**config.mk**
```make
export PLATFORM = sky130hd
export DESIGN_NAME = wwdt_top
export DESIGN_NICKNAME = d
export VERILOG_FILES = /design/src/rtl/wwdt_pkg.sv /design/src/rtl/wwdt_count.sv /design/src/rtl/wwdt_ctrl.sv /design/src/rtl/wwdt_top.sv
export SDC_FILE = /design/constraint.sdc
export NUM_CORES = 1
export LEC_CHECK = 0
export ABC_AREA = 1
export BUFFER_PORTS_ARGS = -buffer_cell sky130_fd_sc_hd__buf_2
export CAP_MARGIN = 20
export CORE_MARGIN = 1
export CORE_UTILIZATION = 32
export CTS_CLUSTER_DIAMETER = 150
export CTS_CLUSTER_SIZE = 30
export DETAILED_ROUTE_END_ITERATION = 10
export PLACE_DENSITY = 0.59
export SLEW_MARGIN = 0
export SYNTH_ARGS = -nofsm -noshare
export SYNTH_HDL_FRONTEND = slang
export SYNTH_HIERARCHICAL = 1
export SYNTH_SLANG_ARGS = --single-unit
```
**constraint.sdc**
```tcl
create_clock -name clk -period 4.3 [get_ports clk]
set_input_delay 0.86 -clock clk [delete_from_list [all_inputs] [get_ports clk]]
set_output_delay 0.86 -clock clk [all_outputs]
set_load 0.005 [all_outputs]
```
**src/rtl/wwdt_pkg.sv**
```systemverilog
package wwdt_pkg;
  localparam int unsigned ADDR_W = 5;
  localparam int unsigned DATA_W = 32;
  localparam int unsigned CNT_W  = 24;
  localparam int unsigned WARN_W = 10;

  localparam logic [ADDR_W-1:0] A_CTRL   = 5'h00;
  localparam logic [ADDR_W-1:0] A_RELOAD = 5'h04;
  localparam logic [ADDR_W-1:0] A_FEED   = 5'h08;
  localparam logic [ADDR_W-1:0] A_COUNT  = 5'h0C;
  localparam logic [ADDR_W-1:0] A_WARN   = 5'h14;
  localparam logic [ADDR_W-1:0] A_WIN    = 5'h18;

  localparam logic [7:0] KEY_ARM  = 8'hAA;
  localparam logic [7:0] KEY_FIRE = 8'h55;

  typedef struct packed {
    logic load;
    logic dec;
  } cntStrobe_t;

  typedef struct packed {
    logic running;
    logic guard;
    logic warnFlag;
    logic toFlag;
    logic rstSel;
    logic enable;
  } wdtState_t;
endpackage

```
**src/rtl/wwdt_count.sv**
```systemverilog
module wwdt_count
  import wwdt_pkg::*;
#(
  parameter int unsigned W = CNT_W
) (
  input  logic         clk,
  input  logic         rstN,
  input  cntStrobe_t   strobe,
  input  logic [W-1:0] reloadVal,
  output logic [W-1:0] cnt
);
  always_ff @(posedge clk) begin
    if (!rstN)            cnt <= '0;
    else if (strobe.load) cnt <= reloadVal;
    else if (strobe.dec)  cnt <= cnt - W'(1);
  end
endmodule

```
**src/rtl/wwdt_ctrl.sv**
```systemverilog
module wwdt_ctrl
  import wwdt_pkg::*;
(
  input  logic              clk,
  input  logic              rstN,
  input  logic [ADDR_W-1:0] addr,
  input  logic              wrEn,
  input  logic [DATA_W-1:0] wrData,
  input  logic              tickEn,
  input  logic [CNT_W-1:0]  cnt,
  output logic [DATA_W-1:0] rdData,
  output cntStrobe_t        strobe,
  output logic [CNT_W-1:0]  reloadVal,
  output wdtState_t         st,
  output logic              warnIrq,
  output logic              resetReq
);
  localparam int unsigned PAD_W = CNT_W - WARN_W;

  logic [WARN_W-1:0] warnVal;
  logic [CNT_W-1:0]  winVal, warnWide;
  logic armed;
  logic wrCtrl, wrReload, wrFeed, wrWarn, wrWin;
  logic feedArm, feedFire, feedAbort, earlyFeed, goodFeed;
  logic guardOk, guardBlock, faultEvt, toEvt, warnEvt;

  assign warnWide = {{PAD_W{1'b0}}, warnVal};
  assign wrCtrl   = wrEn && (addr == A_CTRL);
  assign wrReload = wrEn && (addr == A_RELOAD);
  assign wrFeed   = wrEn && (addr == A_FEED);
  assign wrWarn   = wrEn && (addr == A_WARN);
  assign wrWin    = wrEn && (addr == A_WIN);

  assign feedArm    = wrFeed && !armed && (wrData[7:0] == KEY_ARM);
  assign feedFire   = wrFeed && armed && (wrData[7:0] == KEY_FIRE);
  assign feedAbort  = wrEn && armed && !feedFire;
  assign earlyFeed  = feedFire && st.running && (cnt > winVal);
  assign goodFeed   = feedFire && !earlyFeed;
  assign guardOk    = (cnt < warnWide) && (cnt < winVal);
  assign guardBlock = wrReload && st.guard && !guardOk;
  assign toEvt      = st.running && (cnt == '0);
  assign warnEvt    = st.running && (cnt == warnWide);
  assign faultEvt   = toEvt || guardBlock || (st.running && (feedAbort || earlyFeed));

  assign strobe.load = goodFeed;
  assign strobe.dec  = st.running && tickEn && (cnt != '0) && !goodFeed;

  always_ff @(posedge clk) begin
    if (!rstN) begin
      st        <= '0;
      armed     <= 1'b0;
      reloadVal <= '0;
      warnVal   <= '0;
      winVal    <= '0;
    end else begin
      if (wrEn) armed <= feedArm;
      if (wrReload && !guardBlock) reloadVal <= wrData[CNT_W-1:0];
      if (wrWarn) warnVal <= wrData[WARN_W-1:0];
      if (wrWin)  winVal  <= wrData[CNT_W-1:0];
      if (goodFeed && st.enable) st.running <= 1'b1;
      if (wrCtrl) begin
        st.enable <= wrData[0] || st.running;
        st.rstSel <= st.rstSel || wrData[1];
        st.guard  <= st.guard || wrData[4];
      end
      if (faultEvt)                  st.toFlag <= 1'b1;
      else if (wrCtrl && !wrData[2]) st.toFlag <= 1'b0;
      if (warnEvt)                   st.warnFlag <= 1'b1;
      else if (wrCtrl && wrData[3])  st.warnFlag <= 1'b0;
    end
  end

  always_comb begin
    rdData = '0;
    unique case (addr)
      A_CTRL:   rdData[4:0] = {st.guard, st.warnFlag, st.toFlag, st.rstSel, st.enable};
      A_RELOAD: rdData[CNT_W-1:0]  = reloadVal;
      A_COUNT:  rdData[CNT_W-1:0]  = cnt;
      A_WARN:   rdData[WARN_W-1:0] = warnVal;
      A_WIN:    rdData[CNT_W-1:0]  = winVal;
      default:  rdData = '0;
    endcase
  end

  assign warnIrq  = st.warnFlag && st.enable;
  assign resetReq = st.toFlag && st.rstSel;
endmodule

```
**src/rtl/wwdt_top.sv**
```systemverilog
module wwdt_top
  import wwdt_pkg::*;
(
  input  logic        clk,
  input  logic        rstN,
  input  logic [4:0]  addr,
  input  logic        wrEn,
  input  logic [31:0] wrData,
  output logic [31:0] rdData,
  input  logic        tickEn,
  output logic        warnIrq,
  output logic        resetReq
);
  cntStrobe_t       strobe;
  wdtState_t        st;
  logic [CNT_W-1:0] cnt, reloadVal;

  wwdt_ctrl u_ctrl (
    .clk(clk), .rstN(rstN), .addr(addr), .wrEn(wrEn), .wrData(wrData),
    .tickEn(tickEn), .cnt(cnt), .rdData(rdData), .strobe(strobe),
    .reloadVal(reloadVal), .st(st), .warnIrq(warnIrq), .resetReq(resetReq)
  );

  wwdt_count #(.W(CNT_W)) u_count (
    .clk(clk), .rstN(rstN), .strobe(strobe), .reloadVal(reloadVal), .cnt(cnt)
  );
endmodule

```
Word level (Yosys, flattened, before mapping)
Index checks and enable logic that the tools add are counted.

word-level totals
  flip-flop bits (word level) = 89
  bits in latches = 0
  RAM bits = 0
  bits in read-only memories = 0
  input port bits = 41
  output and inout bits = 34
  memories kept = 0

operators by class
  add/subtract/negate cells = 1
  multipliers = 0
  divide/modulo/power cells = 0
  magnitude comparators = 3
  equality and inequality tests = 8
  shifts and indexed selects = 0
  multiplexer cells = 9
  bitwise operators = 0
  reduce and logical (&&, ||, !) cells = 48

operators by type and width
  cell                                                                    number
  24-bit two-way mux                                                      2
  14-bit case mux with 3 select lines                                     1
  1-bit logical AND                                                       29
  5-bit case mux with 5 select lines                                      1
  24-bit by 10-bit equality test with 1-bit output                        1
  24-bit > comparator                                                     1
  24-bit logical NOT                                                      1
  24-bit by 10-bit < comparator with 1-bit output                         1
  24-bit < comparator                                                     1
  24-bit nonzero test                                                     1
  24-bit by 1-bit subtractor with 24-bit output (second input constant)   1
  5-bit case mux with 4 select lines                                      1
  5-bit by 4-bit equality test with 1-bit output (second input constant)  2
  5-bit equality test (second input constant)                             2
  8-bit by 7-bit equality test with 1-bit output (second input constant)  1
  8-bit equality test (second input constant)                             1
  1-bit logical NOT                                                       7
  1-bit logical OR                                                        6
  2-bit nonzero test                                                      3
  5-bit by 3-bit equality test with 1-bit output (second input constant)  1
  5-bit logical NOT                                                       1
  1-bit two-way mux                                                       4

Longest topological paths before layout
  depth in word-level cells = 12
  mapped depth = 19
  mapped depth without buffers = 19

Hierarchy
The synthesis kept the hierarchy.

by module, submodules not included
  module      times used  cells an instance  area each (µm²)
  wwdt_ctrl   1           617                4224.1
  wwdt_count  1           246                1634.1

Least setup slack after synthesis
Ideal clock, no wire load.

  path type = input-to-output
  start = in addr[1]
  end = out rdData[3]
  data arrival time = 1.858 ns
  slack = 1.582 ns
  stages = 6
  buffers on the path = 1
  cell sequence = nor2_4 nand2_1 nor3_4 inv_2 buf_1 o21ai_0

on the way
  longest elaborated chain between the ends = 2
  elaborated cells on any way between the ends = 6
  those cells by class = 4 x eq/ne; 1 x mux; 1 x reduce/logical

RTL lines
  element                                      line             text
  start, declared                              wwdt_top.sv:6    input logic [4:0] addr,
  5-bit equality test (tied with other cells)  wwdt_ctrl.sv:75  unique case (addr)
  5-bit case mux with 5 select lines *         wwdt_ctrl.sv:75
  end, declared                                wwdt_top.sv:9    output logic [31:0] rdData,

Every way passes the cells marked *; elsewhere a longest branch is shown, timed or not.

Worst setup path in the final report
  start = in addr[1]
  end = out rdData[9]

on the way
  longest elaborated chain between the ends = 2
  elaborated cells on any way between the ends = 5
  those cells by class = 4 x eq/ne; 1 x mux

RTL lines
  element                                      line
  5-bit equality test (tied with other cells)  wwdt_ctrl.sv:75
  5-bit case mux with 4 select lines *         wwdt_ctrl.sv:75

Marked as above.

==> results.txt <==
wire length per cell: 14.6 µm
Place WS: 1.03 ns
unrepaired setup endpoints after global routing: no
CTS Sinks: 89
switching share of total power: 24.9%
fill count: 1,951
CTS root buf: clkbuf_16
status: complete, no violations
internal power: 0.00133 W
H-Tree Level Count: 3
Post-synth top cells: nand2_1, inv_1, dfxtp_1, a21oi_1, nor2_1
P_sw: 0.000440 W
First-pass DRT Iterations: 5
actual slew at the worst max-slew pin: 0.722 ns
Sequential Power Share: 47.3%
synthesized cell area: 5860 µm²
Final HPWL DP: 12.6 mm
Slew Viols, Final: 0
area grow syn2layout: 12.3%
area of the multi-input gates: 3340 µm²
fin worst setup slack: 1.03 ns
clock tree buffer depth: 2
post-CTS setup buffer count: 0
startpoint type of the worst setup path: input port
vias in the first global route: 4,933
Async SR Flop Fraction: 0%
part of the Yosys area used for sequential elements: 30.4%
share of cells above drive strength 1: 14.7%
DR iter-0 viols: 502
antenna violations before repair: 0
worst-skew pair later-pin latency: 0.35 ns
Pwr per Cell Area: 269 nW/µm²
Core Area: 18,000 µm²
worst endpoint required time: 3.44 ns
Max Cap Viol: 0
LEAKAGE: 2.91 nW
Setup violations, final: 0
clock skew: 0.0102 ns
num rows: 49
Primary FF master, synth: dfxtp_1
I/O pin count: 75
Die X: 137 µm
Critical Path AT: 2.41 ns
Area contributors post-synth: dfxtp_1, nand2_1, inv_1
Hold Crit Class: register to register
Initial Util: 32.6%
Post-synth EDFFs: 0
I/O Buffers: 58
fin crit share: 76.1%
GPL Wtd Cong: 0.869
crit path time final: 3.27 ns
Synth Warn #: 6
Synth Instances: 863
Antenna diodes: 0
clock-pin slew on the worst setup and hold paths: 0.06 ns
DIE HEIGHT: 137 µm
Distinct cells, synth: 41
DR DRC count: 0
#FFs+latches synth: 89
Register Area: 1780 µm²
maximum VDD drop: 167 µV
hold-fix buffers at CTS: 0
CTS resizes: 0
top cell type's share of synthesized area: 30.4%
Setup TNS: 0 ns
syn_area_per_cell: 6.79 µm²
slew margin rel.: 51.5%
largest net degree at the start of global routing: 45
Setup CP Type: input port to primary output
Nets: 978
number of vias per cell: 5.04
first-pass GRT wire length: 26.4 mm
GRT Util Overall: 18.1%
Worst Path Max Fanout: 9
clock power share: 46.6%
Die ar.: 18,900 µm²
CTS buffer count: 9
Yosys top cell by area: dfxtp_1
final wirelength: 16.5 mm
via count: 5,725
Fmax: 306 MHz
count leader, synth: nand2_1
Final Hold Viols: 0
Detail Route Antenna Nets: 0
combinational share of power: 6.0%
CP Capture Type: primary output
GRT overflow: 0
CTS tree: done
[cell families (layout without fill, tap and decap cells)]
group	after synthesis	after routing	synth area share (%)
other	1	8	0.0640
buffers and inverters	182	219	13.3
AND/OR/NAND/NOR	349	349	27.3
flip-flops	89	89	30.4
XOR/XNOR	5	5	0.748
adder cells (fa/ha/maj)	35	35	7.48
AO/OA/AOI/OAI	202	202	20.7
[per-stage QoR]
stage,total power [W],utilization (%),cell area [µm²],cells,hold slack [ns]
3_5_place_dp,0.000962,34.9,6270,1120,0.466
5_1_grt,0.00183,36.6,6580,1136,0.509
3_3_place_gp,0.000962,34.9,6270,1120,0.459
6_report,0.00177,36.6,6580,1136,0.472
2_1_floorplan,0.000925,-,5880,870,0.445
4_1_cts,0.00178,36.6,6580,1136,0.476
[power groups by stage]
| stage | Sequential (W) | Combinational (W) | Clock, W |
|---|---|---|---|
| floorplan | 0.000853 | 0.0000713 | 0 |
| global placement | 0.000856 | 0.000106 | 0 |
| detailed placement | 0.000856 | 0.000106 | 0 |
| CTS | 0.000837 | 0.000106 | 0.000836 |
| global route | 0.000837 | 0.000121 | 0.000877 |
| finish | 0.000837 | 0.000107 | 0.000824 |
[registers in the layout, summed over array words and instances (netlist names)]
register          cells
u_ctrl/winVal        24
u_ctrl/armed          1
u_ctrl/warnVal       10
u_count/cnt          24
u_ctrl/reloadVal     24
u_ctrl/st             6
[cell usage in the layout, fill, tap and decap left out, drive strengths merged]
cell type	n
a21oi	97
clkinvlp	1
a31oi	5
a22oi	17
conb	8
xor2	5
o221ai	15
dfxtp	89
o21a	1
a221oi	5
nand4	17
nand3	58
buf	65
clkinv	3
bufinv	1
o211ai	2
nor4	3
inv	140
o21ai	53
nor2	93
o2111ai	5
a21o	2
clkbuf	9
nand3b	2
nand2	168
nor3b	1
ha	35
nor3	7
[layout make-up]
cell class	instances	area share [%]
clock buffer	9	3.42
clock inverter	7	1.27
inverter	138	7.88
multi-input combinational	599	50.8
sequential	89	27.1
tap	229	4.36
timing repair buffer	65	5.21
[layer usage]
metal / vias to the layer above / share of wire (%) / global-route usage [%]
met5: - / 0 / 0
met4: 0 / 1.3 / 5.37
li1: 2938 / - / -
met2: 165 / 43 / 26.3
met1: 2611 / 51 / 27.6
met3: 11 / 4.8 / 2.02
[path summary, 6_finish.rpt]
check,startpoint,to,slack (ns),cells after the start
hold reg to reg,u_ctrl/st[1]$_SDFFE_PN0P_,u_ctrl/st[1]$_SDFFE_PN0P_,0.47,2
hold / removal,u_ctrl/st[1]$_SDFFE_PN0P_,u_ctrl/st[1]$_SDFFE_PN0P_,0.47,2
setup / recovery,addr[1],rdData[9],1.03,7
setup reg to reg,u_count/cnt[19]$_SDFFE_PN0P_,u_count/cnt[15]$_SDFFE_PN0P_,1.18,11
[critical path, stage by stage]
cell and delay [ns]:
buf_2 0.11, nor2_4 0.12, nand3_2 0.10, nor2_1 0.22, clkinv_1 0.31, o2111ai_1 0.48, buf_2 0.20
Power figures use the tool's default switching activity.
